===== src/rtl/nvs_pkg.sv =====
package nvs_pkg;
  typedef enum logic [1:0] {
    PH_IDLE = 2'd0,
    PH_HIGH = 2'd1,
    PH_GAP  = 2'd2
  } pulse_ph_e;

  localparam int unsigned HOST_LINES = 3;
  localparam int unsigned LN_DA   = 0;
  localparam int unsigned LN_SCLK = 1;
  localparam int unsigned LN_PV   = 2;
endpackage


===== src/rtl/nvs_sync.sv =====
module nvs_sync #(
  parameter int unsigned STAGES = 2,
  parameter int unsigned N      = 3
) (
  input  logic         clk,
  input  logic         rst,
  input  logic [N-1:0] d,
  output logic [N-1:0] q
);
  generate
    if (STAGES == 0) begin : g_bypass
      assign q = d;
    end else begin : g_chain
      logic [N-1:0] stage_r [STAGES];
      always_ff @(posedge clk) begin
        if (rst) begin
          for (int i = 0; i < int'(STAGES); i++) stage_r[i] <= '0;
        end else begin
          stage_r[0] <= d;
          for (int i = 1; i < int'(STAGES); i++) stage_r[i] <= stage_r[i-1];
        end
      end
      assign q = stage_r[STAGES-1];
    end
  endgenerate
endmodule


===== src/rtl/nvs_shift.sv =====
module nvs_shift #(
  parameter int unsigned W = 11
) (
  input  logic         clk,
  input  logic         rst,
  input  logic         da,
  input  logic         sclk,
  input  logic         clr,
  output logic [W-1:0] word,
  output logic         full
);
  localparam int unsigned CW = $clog2(W + 1);

  logic          sclk_q;
  logic [CW-1:0] cnt;
  logic          rise;

  assign rise = sclk & ~sclk_q;
  assign full = (cnt == CW'(W));

  always_ff @(posedge clk) begin
    if (rst) begin
      sclk_q <= 1'b0;
      word   <= '1;
      cnt    <= '0;
    end else begin
      sclk_q <= sclk;
      if (clr) begin
        cnt <= '0;
      end else if (rise) begin
        word <= {da, word[W-1:1]};
        if (!full) cnt <= cnt + CW'(1);
      end
    end
  end
endmodule


===== src/rtl/nvs_pulse.sv =====
module nvs_pulse
  import nvs_pkg::*;
#(
  parameter int unsigned MIN_PULSE = 2000000,
  parameter int unsigned MIN_IDLE  = 800
) (
  input  logic clk,
  input  logic rst,
  input  logic pv,
  output logic busy,
  output logic fire,
  output logic fire_ok,
  output logic abort
);
  localparam int unsigned PW = $clog2(MIN_PULSE + 1);
  localparam int unsigned IW = $clog2(MIN_IDLE + 1);

  pulse_ph_e     ph;
  logic [PW-1:0] wcnt;
  logic [IW-1:0] gcnt;
  logic          ok_r;

  assign busy    = (ph != PH_IDLE);
  assign fire_ok = ok_r;

  always_ff @(posedge clk) begin
    if (rst) begin
      ph    <= PH_IDLE;
      wcnt  <= '0;
      gcnt  <= '0;
      ok_r  <= 1'b0;
      fire  <= 1'b0;
      abort <= 1'b0;
    end else begin
      fire  <= 1'b0;
      abort <= 1'b0;
      case (ph)
        PH_IDLE: begin
          if (pv) begin
            ph   <= PH_HIGH;
            wcnt <= PW'(1);
          end
        end
        PH_HIGH: begin
          if (pv) begin
            if (wcnt != PW'(MIN_PULSE)) wcnt <= wcnt + PW'(1);
          end else begin
            ph   <= PH_GAP;
            gcnt <= IW'(1);
            ok_r <= (wcnt == PW'(MIN_PULSE));
          end
        end
        PH_GAP: begin
          if (pv) begin
            ph    <= PH_IDLE;
            abort <= 1'b1;
          end else if (gcnt == IW'(MIN_IDLE)) begin
            ph   <= PH_IDLE;
            fire <= 1'b1;
          end else begin
            gcnt <= gcnt + IW'(1);
          end
        end
        default: ph <= PH_IDLE;
      endcase
    end
  end
endmodule


===== src/rtl/nvs_cells.sv =====
module nvs_cells #(
  parameter int unsigned W = 11
) (
  input  logic         clk,
  input  logic         rst,
  input  logic [W-1:0] word,
  input  logic         full,
  input  logic         fire,
  input  logic         fire_ok,
  input  logic         abort,
  input  logic         busy,
  input  logic         da,
  input  logic         sclk,
  input  logic         pv,
  output logic [W-1:0] cell_q,
  output logic         rd_oe,
  output logic         rd_val,
  output logic         err
);
  localparam int unsigned CW  = $clog2(W + 1);
  localparam int unsigned IXW = (W > 1) ? $clog2(W) : 1;

  logic [W-1:0]   inv;
  logic [CW-1:0]  zc;
  logic [IXW-1:0] idx;
  logic           single;
  logic           all_ones;
  logic           window;

  assign inv      = ~word;
  assign all_ones = (word == {W{1'b1}});
  assign single   = (zc == CW'(1));
  assign window   = full & single & da & sclk & ~pv & ~busy & ~fire & ~abort;

  always_comb begin
    zc  = '0;
    idx = '0;
    for (int i = 0; i < int'(W); i++) begin
      if (inv[i]) begin
        zc  = zc + CW'(1);
        idx = IXW'(i);
      end
    end
  end

  always_ff @(posedge clk) begin
    if (rst) begin
      cell_q <= '1;
      err    <= 1'b0;
      rd_oe  <= 1'b0;
      rd_val <= 1'b0;
    end else begin
      err <= 1'b0;
      if (abort) begin
        err <= 1'b1;
      end else if (fire) begin
        if (!fire_ok || !full) err <= 1'b1;
        else if (all_ones)     cell_q <= '1;
        else if (single)       cell_q[idx] <= 1'b0;
        else                   err <= 1'b1;
      end
      rd_oe  <= window;
      rd_val <= window & cell_q[idx];
    end
  end
endmodule


===== src/rtl/nvs_word_store.sv =====
module nvs_word_store
  import nvs_pkg::*;
#(
  parameter int unsigned W           = 11,
  parameter int unsigned MIN_PULSE   = 2000000,
  parameter int unsigned MIN_IDLE    = 800,
  parameter int unsigned SYNC_STAGES = 2
) (
  input  logic         clk,
  input  logic         rst,
  input  logic         da_in,
  input  logic         sclk_in,
  input  logic         pv_in,
  output logic         pv_oe,
  output logic         pv_rd,
  output logic [W-1:0] cell_q,
  output logic         err_o
);
  logic [HOST_LINES-1:0] raw_l, syn_l;
  logic [W-1:0]          word;
  logic                  full, busy, fire, fire_ok, abort;

  assign raw_l[LN_DA]   = da_in;
  assign raw_l[LN_SCLK] = sclk_in;
  assign raw_l[LN_PV]   = pv_in;

  nvs_sync #(.STAGES(SYNC_STAGES), .N(HOST_LINES)) u_sync (
    .clk(clk), .rst(rst), .d(raw_l), .q(syn_l)
  );

  nvs_shift #(.W(W)) u_shift (
    .clk(clk), .rst(rst), .da(syn_l[LN_DA]), .sclk(syn_l[LN_SCLK]),
    .clr(fire | abort), .word(word), .full(full)
  );

  nvs_pulse #(.MIN_PULSE(MIN_PULSE), .MIN_IDLE(MIN_IDLE)) u_pulse (
    .clk(clk), .rst(rst), .pv(syn_l[LN_PV]), .busy(busy),
    .fire(fire), .fire_ok(fire_ok), .abort(abort)
  );

  nvs_cells #(.W(W)) u_cells (
    .clk(clk), .rst(rst), .word(word), .full(full), .fire(fire),
    .fire_ok(fire_ok), .abort(abort), .busy(busy), .da(syn_l[LN_DA]),
    .sclk(syn_l[LN_SCLK]), .pv(syn_l[LN_PV]), .cell_q(cell_q),
    .rd_oe(pv_oe), .rd_val(pv_rd), .err(err_o)
  );
endmodule


===== config.mk =====
export PLATFORM = sky130hd
export DESIGN_NAME = nvs_word_store
export DESIGN_NICKNAME = d
export VERILOG_FILES = /design/src/rtl/nvs_pkg.sv /design/src/rtl/nvs_sync.sv /design/src/rtl/nvs_shift.sv /design/src/rtl/nvs_pulse.sv /design/src/rtl/nvs_cells.sv /design/src/rtl/nvs_word_store.sv
export SDC_FILE = /design/constraint.sdc
export NUM_CORES = 1
export LEC_CHECK = 0
export ABC_AREA = 1
export ABC_CLOCK_PERIOD_IN_PS = 6200
export CORE_ASPECT_RATIO = 1.25
export CORE_UTILIZATION = 47
export CTS_CLUSTER_SIZE = 10
export DETAILED_ROUTE_END_ITERATION = 8
export GPL_ROUTABILITY_DRIVEN = 0
export PLACE_DENSITY = 0.61
export SETUP_SLACK_MARGIN = 0.02
export SYNTH_ARGS = -nofsm -noshare
export SYNTH_HDL_FRONTEND = slang
export SYNTH_HIERARCHICAL = 1
export SYNTH_SLANG_ARGS = --single-unit

===== constraint.sdc =====
create_clock -name clk -period 6.2 [get_ports clk]
set_input_delay 1.24 -clock clk [delete_from_list [all_inputs] [get_ports clk]]
set_output_delay 1.24 -clock clk [all_outputs]
set_load 0.02 [all_outputs]

# [Word-level counts from Yosys, hierarchy flattened]
# Memories as Yosys holds them, arrays and structs flattened.
# Index checks and enable logic that the tools add are counted.
# W data, S select, Z words.
[totals] ff_bits=66 ram_bits=6 input_bits=5 output_inout_bits=14 wordCells=139 memories=1
[mem_list] memory="u_sync.g_chain.stage_r" depth=2 word_bits=3 read_ports=2 rd_ports_with_merged_regs=0 wr=2 line="nvs_sync.sv:14" text="logic [N-1:0] stage_r [STAGES];"
[classes] addsub=13 magnitude_cmp=2 n_eq_ne=15 mux=52 bitwise=24 n_reduce_logical=19
[ops] op="$mux W21" n=3
[ops] op="$mux W4" n=13
[ops] op="$pmux W21 S2" n=1
[ops] op="$add A4 B1 Y4 const B" n=10
[ops] op="$mux W10" n=3
[ops] op="$mux W11" n=2
[ops] op="$not A11 Y11" n=2
[ops] op="$add A21 B1 Y21 const B" n=1
[ops] op="$eq A21 B21 Y1 const B" n=1
[ops] op="$ne A21 B21 Y1 const B" n=1
[ops] op="$pmux W10 S2" n=1
[ops] op="$mux W3" n=6
[ops] op="$mux W1" n=14
[ops] op="$mux W2" n=6
[ops] op="$reduce_and A4 Y1" n=3
[ops] op="$and A11 B11 Y11" n=1
[ops] op="$eq A11 B11 Y1 const B" n=1
[ops] op="$add A10 B1 Y10 const B" n=1
[ops] op="$eq A10 B10 Y1 const B" n=1
[ops] op="$ne A2 B2 Y1 const B" n=5
[ops] op="$and A1 B1 Y1" n=9
[ops] op="$not A1 Y1" n=9
[ops] op="$reduce_bool A2 Y1" n=4
[ops] op="$pmux W2 S3" n=1
[ops] op="20 further kinds" n=26

# [Longest topological paths before layout]
# Gate-level depths: netlist of the first run.
[logic_depth] ltp_word=31 ltp_mapped=41 mapped_depth_nobuf=40

# [Hierarchy]
# Netlist of the first run, hierarchy kept.
[modules_own_cells] module="nvs_pulse" n_inst=1 cells_per_inst=372 area_per_inst_um2=2280.9 seq_area_each_um2=720.7
[modules_own_cells] module="nvs_cells" n_inst=1 cells_per_inst=314 area_per_inst_um2=1752.9 seq_area_each_um2=280.3
[modules_own_cells] module="nvs_shift" n_inst=1 cells_per_inst=85 area_per_inst_um2=656.9 seq_area_each_um2=320.3
[modules_own_cells] module="nvs_sync" n_inst=1 cells_per_inst=21 area_per_inst_um2=187.7 seq_area_each_um2=120.1
[modules_own_cells] module="nvs_word_store" n_inst=1 cells_per_inst=3 area_per_inst_um2=11.3 seq_area_each_um2=0.0

# [Worst setup path before layout of the first run]
# Ideal clock, no wire load.
[synth_path] kind="register to register" from="reg u_shift.word[1]" to="reg u_cells.cell_q[10]" setup_time_ns=0.130 t_arrival_ns=5.320 t_required_ns=6.070 slack_ns=0.750 stages_incl_launch_ff=39 path_buffers=1 synth_period_minus_slack_ns=5.450 cell_sequence="dfxtp_1 inv_1 ha_1 inv_1 nand2_2 nand2_2 ha_1 nand2_1 nand2_1 ha_1 or2_2 nand2_1 inv_1 ha_1 nand2_1 nand2_1 ha_1 or2_2 [3 not listed] nand2_1 nand2_1 ha_1 nand2_1 nand2_1 ha_1 o21ai_0 inv_1 ha_1 nor2_2 nand2_1 nand2_1 nand3_2 nand2_2 nand3_2 buf_6 nand2_1 nand3_1"
[synth_via] elab_chain_len=23 elab_cells_between_ends=43 classes_between="9 x add/sub; 2 x order compare; 2 x eq/ne; 24 x mux; 3 x bitwise; 3 x reduce/logical"
[synth_lines] element="start: declaration" line="nvs_shift.sv:9" text="output logic [W-1:0] word,"
[synth_lines] element="start signal: assignment" line="nvs_shift.sv:31" text="word <= {da, word[W-1:1]};"
[synth_lines] element="$not A11 Y11" line="nvs_cells.sv:30" text="assign inv = ~word;"
[synth_lines] element="$mux W4" line="nvs_cells.sv:39" text="if (inv[i]) begin"
[synth_lines] element="$add A4 B1 Y4" line="nvs_cells.sv:40" text="zc = zc + CW'(1);"
[synth_lines] element="$mux W4" line="nvs_cells.sv:39"
[synth_lines] element="$add A4 B1 Y4" line="nvs_cells.sv:40"
[synth_lines] element="$mux W4" line="nvs_cells.sv:39"
[synth_lines] element="$add A4 B1 Y4" line="nvs_cells.sv:40"
[synth_lines] element="$mux W4" line="nvs_cells.sv:39"
[synth_lines] element="[7 not listed]"
[synth_lines] element="$mux W4" line="nvs_cells.sv:39"
[synth_lines] element="$add A4 B1 Y4" line="nvs_cells.sv:40"
[synth_lines] element="$mux W4" line="nvs_cells.sv:39"
[synth_lines] element="$add A4 B1 Y4" line="nvs_cells.sv:40"
[synth_lines] element="$mux W4" line="nvs_cells.sv:39"
[synth_lines] element="$eq A4 B1 Y1" line="nvs_cells.sv:32" text="assign single = (zc == CW'(1));"
[synth_lines] element="$reduce_bool A2 Y1 (no line)"
[synth_lines] element="$reduce_and A4 Y1 (no line)"
[synth_lines] element="end signal: assignment" line="nvs_cells.sv:48" text="cell_q <= '1;"
[synth_lines] element="end signal: assignment" line="nvs_cells.sv:58" text="else if (all_ones) cell_q <= '1;"
[synth_lines] element="end signal: indexed assignment" line="nvs_cells.sv:59" text="else if (single) cell_q[idx] <= 1'b0;"
[synth_lines] element="end: declaration" line="nvs_cells.sv:15" text="output logic [W-1:0] cell_q,"
# Several ways; a longest one is shown, not always the timed one. The select of a mux whose other input is x is not followed.
# A chain may end at the register's enable or synchronous reset.

# [Final worst setup path of the first run]
[layout_path] from="reg u_shift.word[0]" to="reg u_cells.rd_val"
[layout_via] elab_chain_len=31
[layout_lines] element="$not A11 Y11 *" line="nvs_cells.sv:30"
[layout_lines] element="$mux W1 *" line="nvs_cells.sv:39"
[layout_lines] element="$add A1 B1 Y2" line="nvs_cells.sv:40"
[layout_lines] element="$mux W4 *" line="nvs_cells.sv:39"
[layout_lines] element="$add A4 B1 Y4" line="nvs_cells.sv:40"
[layout_lines] element="$mux W4 *" line="nvs_cells.sv:39"
[layout_lines] element="$add A4 B1 Y4" line="nvs_cells.sv:40"
[layout_lines] element="$mux W4 *" line="nvs_cells.sv:39"
[layout_lines] element="[9 not listed]"
[layout_lines] element="$mux W4 *" line="nvs_cells.sv:39"
[layout_lines] element="$add A4 B1 Y4" line="nvs_cells.sv:40"
[layout_lines] element="$mux W4 *" line="nvs_cells.sv:39"
[layout_lines] element="$add A4 B1 Y4" line="nvs_cells.sv:40"
[layout_lines] element="$mux W4 *" line="nvs_cells.sv:39"
[layout_lines] element="$eq A4 B1 Y1 *" line="nvs_cells.sv:32"
[layout_lines] element="$and A1 B1 Y1 * (7 in a row)" line="nvs_cells.sv:33" text="assign window = full & single & da & sclk & ~pv & ~busy & ~fire & ~abort;"
[layout_lines] element="$and A1 B1 Y1 *" line="nvs_cells.sv:63" text="rd_val <= window & cell_q[idx];"
[layout_lines] element="end signal: assignment" line="nvs_cells.sv:63"
[layout_lines] element="end: declaration" line="nvs_cells.sv:17" text="output logic rd_val,"
# Every way passes the cells marked *; elsewhere a longest branch is shown, timed or not.

==> metrics.txt, run 1 <==
first-pass GRT wire length=19.0 mm; clock buffer depth=2; synth unique cells=35; Cell Rows=41; GR Util All Layers=21.7%; post-DP HPWL=8.16 mm; final instance area=5480 um^2; Avg Inst Size Synth=6.15 um^2; min Tclk post-route=5.73 ns; worst hold path type=reg -> reg; final hold violations=0; CTS Hold Bufs=0; synthesized instance count=795; initial antenna violation count=0; Worst-Margin Slew=1.08 ns; fmax=0.175 GHz; Peak supply drop=0.000114 V; syn_nets=815; Clock Sinks=72; layout cells sized above 1=9.73%; Final Cycle Share=92.3%; Synth Flop Type=dfxtp_1; Pwr per Cell Area=214 nW/um^2; Crit path top cell by count=nand2_1; drt total wl=11.0 mm; Cell Area, Placed=5110 um^2; Inserted Diodes=0; Max-cap violations=0; port bufs=18; Worst EP required=6.42 ns; total grt overflow=0; Initial DRC Count=220; CP arrival=5.94 ns; synthesized area=4890 um^2; CTS tree=built; LEAKAGE=2.63 nW; final net count=827; Worst setup SP type=flop; area leader, netlist=dfxtp_1; final antenna-violating net count=0; largest net degree at the start of global routing=24; area occupied by multi-input gates=2940 um^2; Via density=5.12; post-synthesis sequential area ratio=29.5%; CTS Buf Count=9; Die H=116 um; critical path peak fanout=5; worst setup margin=0.474 ns; post-synth top area share=29.5%; Vias=4816; # fillers=1000; initial cell density of the core=48.4%; status=completed; Synth Register Bits=72; Final Core Density=54.2%; clock transition at the registers of the reported paths=0.06 ns; chip width=93.2 um; Crit Path Class=reg -> reg; CP max stage delay=0.35 ns; Sequential Area=1440 um^2; # setup viols final=0; most common cell in the netlist=nand2_1; type of destination of the critical path=flop; IO Pins=19; worst-skew pair later-pin latency=0.33 ns; Residual DRC=0; ys async rst share=0%; Area Growth Syn to Fin=12.0%; vias in the first global route=4375; Root Driver=clkbuf_16; Ys Warns=6; worst slack, placed=0.275 ns; synth cell count leaders=nand2_1 (254), inv_1 (107), nand3_1 (91); full die area=10800 um^2; top post-synthesis cells by area=dfxtp_1 (29%), nand2_1 (19%), nand3_1 (9.3%), inv_1 (8.2%), nor2_1 (5.8%); CP max-delay cell=dfxtp_1; core area=10100 um^2; Setup Skew=0.00614 ns; Slew headroom=27.9%; Slew Limit Fails=0; drt pass-1 iters=4; Post-synth EDFFs=0; WL per Instance=11.7 um; H-tree Lvls=3
-- power by group --
group	switching [mW]	internal [mW]
clock	0.189	0.311
sequential	0.0105	0.471
combinational	0.127	0.0650
-- state kept, by name, summed over array words and instances (netlist names) --
signal,count
u_shift/sclk_q,1
u_shift/word,11
u_cells/rd_val,1
u_pulse/abort,1
u_pulse/fire_ok,1
u_cells/err,1
u_sync/g_chain.stage_r,6
u_pulse/wcnt,21
u_cells/rd_oe,1
u_pulse/gcnt,10
u_cells/cell_q,11
u_shift/cnt,4
u_pulse/ph,2
u_pulse/fire,1
-- placed cells by master, fill, tap and decap left out, types with 2 or more instances in the layout --
cell type	n
nor2_4	4
clkinv_1	2
clkinv_2	2
o21ai_0	18
inv_1	107
nand3_4	2
nand2_4	3
clkdlybuf4s50_1	18
nor4_1	2
nand3b_1	5
a21oi_1	30
nor2_2	7
nand4_1	26
o21ai_1	2
buf_4	3
ha_1	14
nand2_2	20
or2_2	3
a21oi_2	2
xor2_1	3
nand3_2	9
nand3_1	91
nand2_1	248
xnor2_1	3
o22ai_1	2
inv_2	5
clkbuf_16	9
dfxtp_1	71
o31ai_1	3
clkbuf_1	2
nor3_1	9
nor2_1	75
-- per-layer routing --
| metal | wire length (um) | share of wire, % | GRT usage (%) | vias to the layer above |
|---|---|---|---|---|
| met4 | 160 | 1.5 | 7.90 | 0 |
| met5 | 0 | 0 | 0 | - |
| li1 | - | - | - | 2559 |
| met2 | 5670 | 51 | 39.7 | 63 |
| met1 | 4910 | 45 | 25.4 | 2182 |
| met3 | 282 | 2.6 | 3.41 | 12 |
-- per-stage QoR --
step | TNS (ns) | instances | total power [mW] | hold slack (ns)
2_1_floorplan | 0 | 795 | 0.629 | 0.388
3_3_place_gp | 0 | 922 | 0.660 | 0.402
4_1_cts | 0 | 938 | 1.17 | 0.416
6_report | 0 | 941 | 1.17 | 0.407
3_5_place_dp | 0 | 922 | 0.664 | 0.405
5_1_grt | -0.0875 | 941 | 1.24 | 0.429
-- area by class of cell --
| class | count | share of cell area (%) |
|---|---|---|
| multi-input combinational | 588 | 53.7 |
| clock buffer | 11 | 4.25 |
| timing repair buffer | 22 | 3.91 |
| clock inverter | 5 | 1.03 |
| tap | 129 | 2.95 |
| sequential | 72 | 26.3 |
| inverter | 114 | 7.81 |
-- kinds of logic after synthesis --
kind of cell | count (synthesis) | share of synthesized area (%)
AO/OA/AOI/OAI | 60 | 6.58
adder cells (fa/ha/maj) | 15 | 3.84
buffers and inverters | 136 | 11.6
flip-flops | 72 | 29.5
AND/OR/NAND/NOR | 506 | 47.4
XOR/XNOR | 6 | 1.07
-- final timing paths --
kind | from | end | slack (ns) | depth (start not counted)
worst max-delay path | u_shift/word[0] | u_cells/rd_val | 0.47 | 36
worst min-delay path | u_sync/g_chain.stage_r[0][1] | u_sync/g_chain.stage_r[0][4] | 0.41 | 2
worst max register to register | u_shift/word[0] | u_cells/rd_val | 0.47 | 36
worst min register to register | u_sync/g_chain.stage_r[0][1] | u_sync/g_chain.stage_r[0][4] | 0.41 | 2
-- what timing repair did --
action	4_1_cts	5_1_grt
resized for setup	0	14
setup buffers	0	2
endpoints found under the setup margin	0	13
-- critical path, delay by kind of cell (launching register included) --
family / cells / cell delay (ns)
compound gates: 1 / 0.14
fa+ha+maj: 9 / 2.48
buf+inv: 7 / 0.60
flops: 1 / 0.35
simple gates: 19 / 2.02
Note: power is estimated with default switching activity, not from simulation.
==> run 2, diff against run 1 <==
Settings changed: PLACE_DENSITY 0.61 to 0.65.
==> metrics.txt, run 2 (synthesis gave the netlist of run 1 again) <==
status=completed; Via density=5.11 (about the same); RSZ-0062 raised after global routing=no; CTS Buf Count=9 (unchanged); min Tclk post-route=5.69 ns (-0.0358 ns); placed insts=922 (unchanged); Residual DRC=0 (unchanged); # setup viols final=0 (unchanged); Clock Sinks=72 (unchanged); chip width=93.2 um (unchanged); CP max stage delay=0.35 ns (about the same); post-DP HPWL=8.20 mm (+0.47%); Root Driver=clkbuf_16; drt pass-1 iters=5 (+1); worst-skew pair later-pin latency=0.33 ns (about the same); drt total wl=11.0 mm (+0.17%); Sequential Area=1440 um^2 (about the same); Setup Skew=0.0131 ns (+0.00692 ns); Area Growth Syn to Fin=11.9%; port bufs=18 (unchanged); Pwr per Cell Area=216 nW/um^2 (+0.76%); H-tree Lvls=3 (unchanged); Peak supply drop=0.000121 V (+6.4%); Slew Limit Fails=0 (unchanged); biggest regs=u_pulse/wcnt: 21 flops, u_cells/cell_q: 11 flops, u_shift/word: 11 flops; Setup Fix Bufs, Post-CTS=0 (unchanged); WL per Instance=11.8 um (+0.39%); LEAKAGE=2.62 nW (-0.29%); initial cell density of the core=48.4% (unchanged); critical path peak fanout=11 (+6); CP max-delay cell=dfxtp_2; CP arrival=5.92 ns (-0.02 ns); Seq pwr share=40.7% (-0.3 points); Initial DRC Count=205 (-6.8%); Most flops, register=u_pulse/wcnt; clock network fraction of total power=43.5% (+0.9 points); Psw=335 uW (+2.5%); Crit Path Class=reg -> reg; number of flip-flops in the largest register=21 (unchanged); Slew headroom=27.4% (-0.51 points); final net count=825 (-0.24%); Worst-Margin Slew=1.08 ns (+0.00756 ns); fmax=0.176 GHz (+0.63%); vias in the first global route=4372 (-0.069%); # fillers=1012 (+1.2%); Max-cap violations=0 (unchanged); final hold violations=0 (unchanged); full die area=10800 um^2 (unchanged); Gate power share=15.8% (-0.6 points); type of destination of the critical path=flop; core area=10100 um^2 (unchanged); largest net degree at the start of global routing=21 (-13%); layout cells sized above 1=9.51% (-0.22 points); CTS Hold Bufs=0 (unchanged); IO Pins=19 (unchanged); GR Util All Layers=21.1% (-0.61 points); area occupied by multi-input gates=2940 um^2 (-0.17%); Fin Setup TNS=0 ns (unchanged); first-pass GRT wire length=18.6 mm (-2.5%); CTS tree=built; Inserted Diodes=0 (unchanged); # resized after CTS=0 (unchanged); most common cell after layout, fill and taps aside=nand2_1; final antenna-violating net count=0 (unchanged); initial antenna violation count=0 (unchanged); Int Power=846 uW (-0.11%); most frequent cells in the layout=nand2_1 (250), inv_1 (107), nand3_1 (91); clock buffer depth=2 (unchanged); worst hold path type=reg -> reg; Worst setup SP type=flop; Worst EP required=6.43 ns (about the same); Crit path top cell by count=nand2_1; clock transition at the registers of the reported paths=0.06 ns (about the same); Die H=116 um (unchanged); total grt overflow=0 (unchanged); fin cells=939 (-0.21%); Vias=4801 (-0.31%); Final Cycle Share=91.8% (-0.58 points); Cell Rows=41 (unchanged); sw frac=28.4% (+0.52 points)
-- run 2: path summary, 6_finish.rpt --
check / start / end / slack [ns] / cells past startpoint
max: u_shift/word[1] / u_cells/err / 0.51 / 38
min: u_sync/g_chain.stage_r[0][1] / u_sync/g_chain.stage_r[0][4] / 0.41 / 2
max reg2reg: u_shift/word[1] / u_cells/err / 0.51 / 38
min reg2reg: u_sync/g_chain.stage_r[0][1] / u_sync/g_chain.stage_r[0][4] / 0.41 / 2
-- run 2: power by group through the flow --
stage	sequential (mW)	clock, mW	combinational (mW)
4_1_cts	0.481	0.528	0.174
3_3_place_gp	0.491	0	0.168
6_report	0.481	0.514	0.187
3_5_place_dp	0.491	0	0.173
5_1_grt	0.482	0.547	0.213
2_1_floorplan	0.487	0	0.142
-- run 2: metrics by stage --
stage          setup WS, ns  utilization (%)  hold WS (ns)  instance area [um^2]  power, mW
3_5_place_dp          0.235             50.5         0.402                  5110      0.664
4_1_cts               0.220             53.5         0.416                  5400       1.18
6_report              0.510             54.1         0.410                  5470       1.18
2_1_floorplan         0.750                -         0.388                  4890      0.629
5_1_grt              0.0135             54.1         0.430                  5470       1.24
3_3_place_gp          0.440             50.5         0.404                  5110      0.659
-- run 2: routing by layer --
| layer | routed length [um] | part of all wire (%) | global-route usage (%) | up-vias |
|---|---|---|---|---|
| met5 | 0 | 0 | 0 | - |
| met4 | 111 | 1.0 | 6.46 | 0 |
| met3 | 254 | 2.3 | 3.54 | 8 |
| met2 | 5750 | 52 | 40.1 | 51 |
| met1 | 4920 | 45 | 23.8 | 2188 |
| li1 | - | - | - | 2554 |
-- run 2: cell type report --
class,instances,share of cell area [%]
Multi-Input combinational cell,588,53.7
Sequential cell,72,26.4
Inverter,114,7.82
Clock buffer,10,4.19
Timing Repair Buffer,20,3.71
Tap cell,129,2.95
Clock inverter,6,1.24
-- run 2: worst max-delay path: cells and delay by family, from the launching register on --
kind	cells	cell delay (ns)
compound gates	1	0.13
fa+ha+maj	9	2.49
buf+inv	7	0.50
flops	1	0.35
simple gates	21	2.12
==> run 3, diff against run 2 <==
Settings changed: CTS_CLUSTER_SIZE 10 to 8.
==> results of run 3 <==
No change in the layout: final DEF, timing and power equal those of run 2.
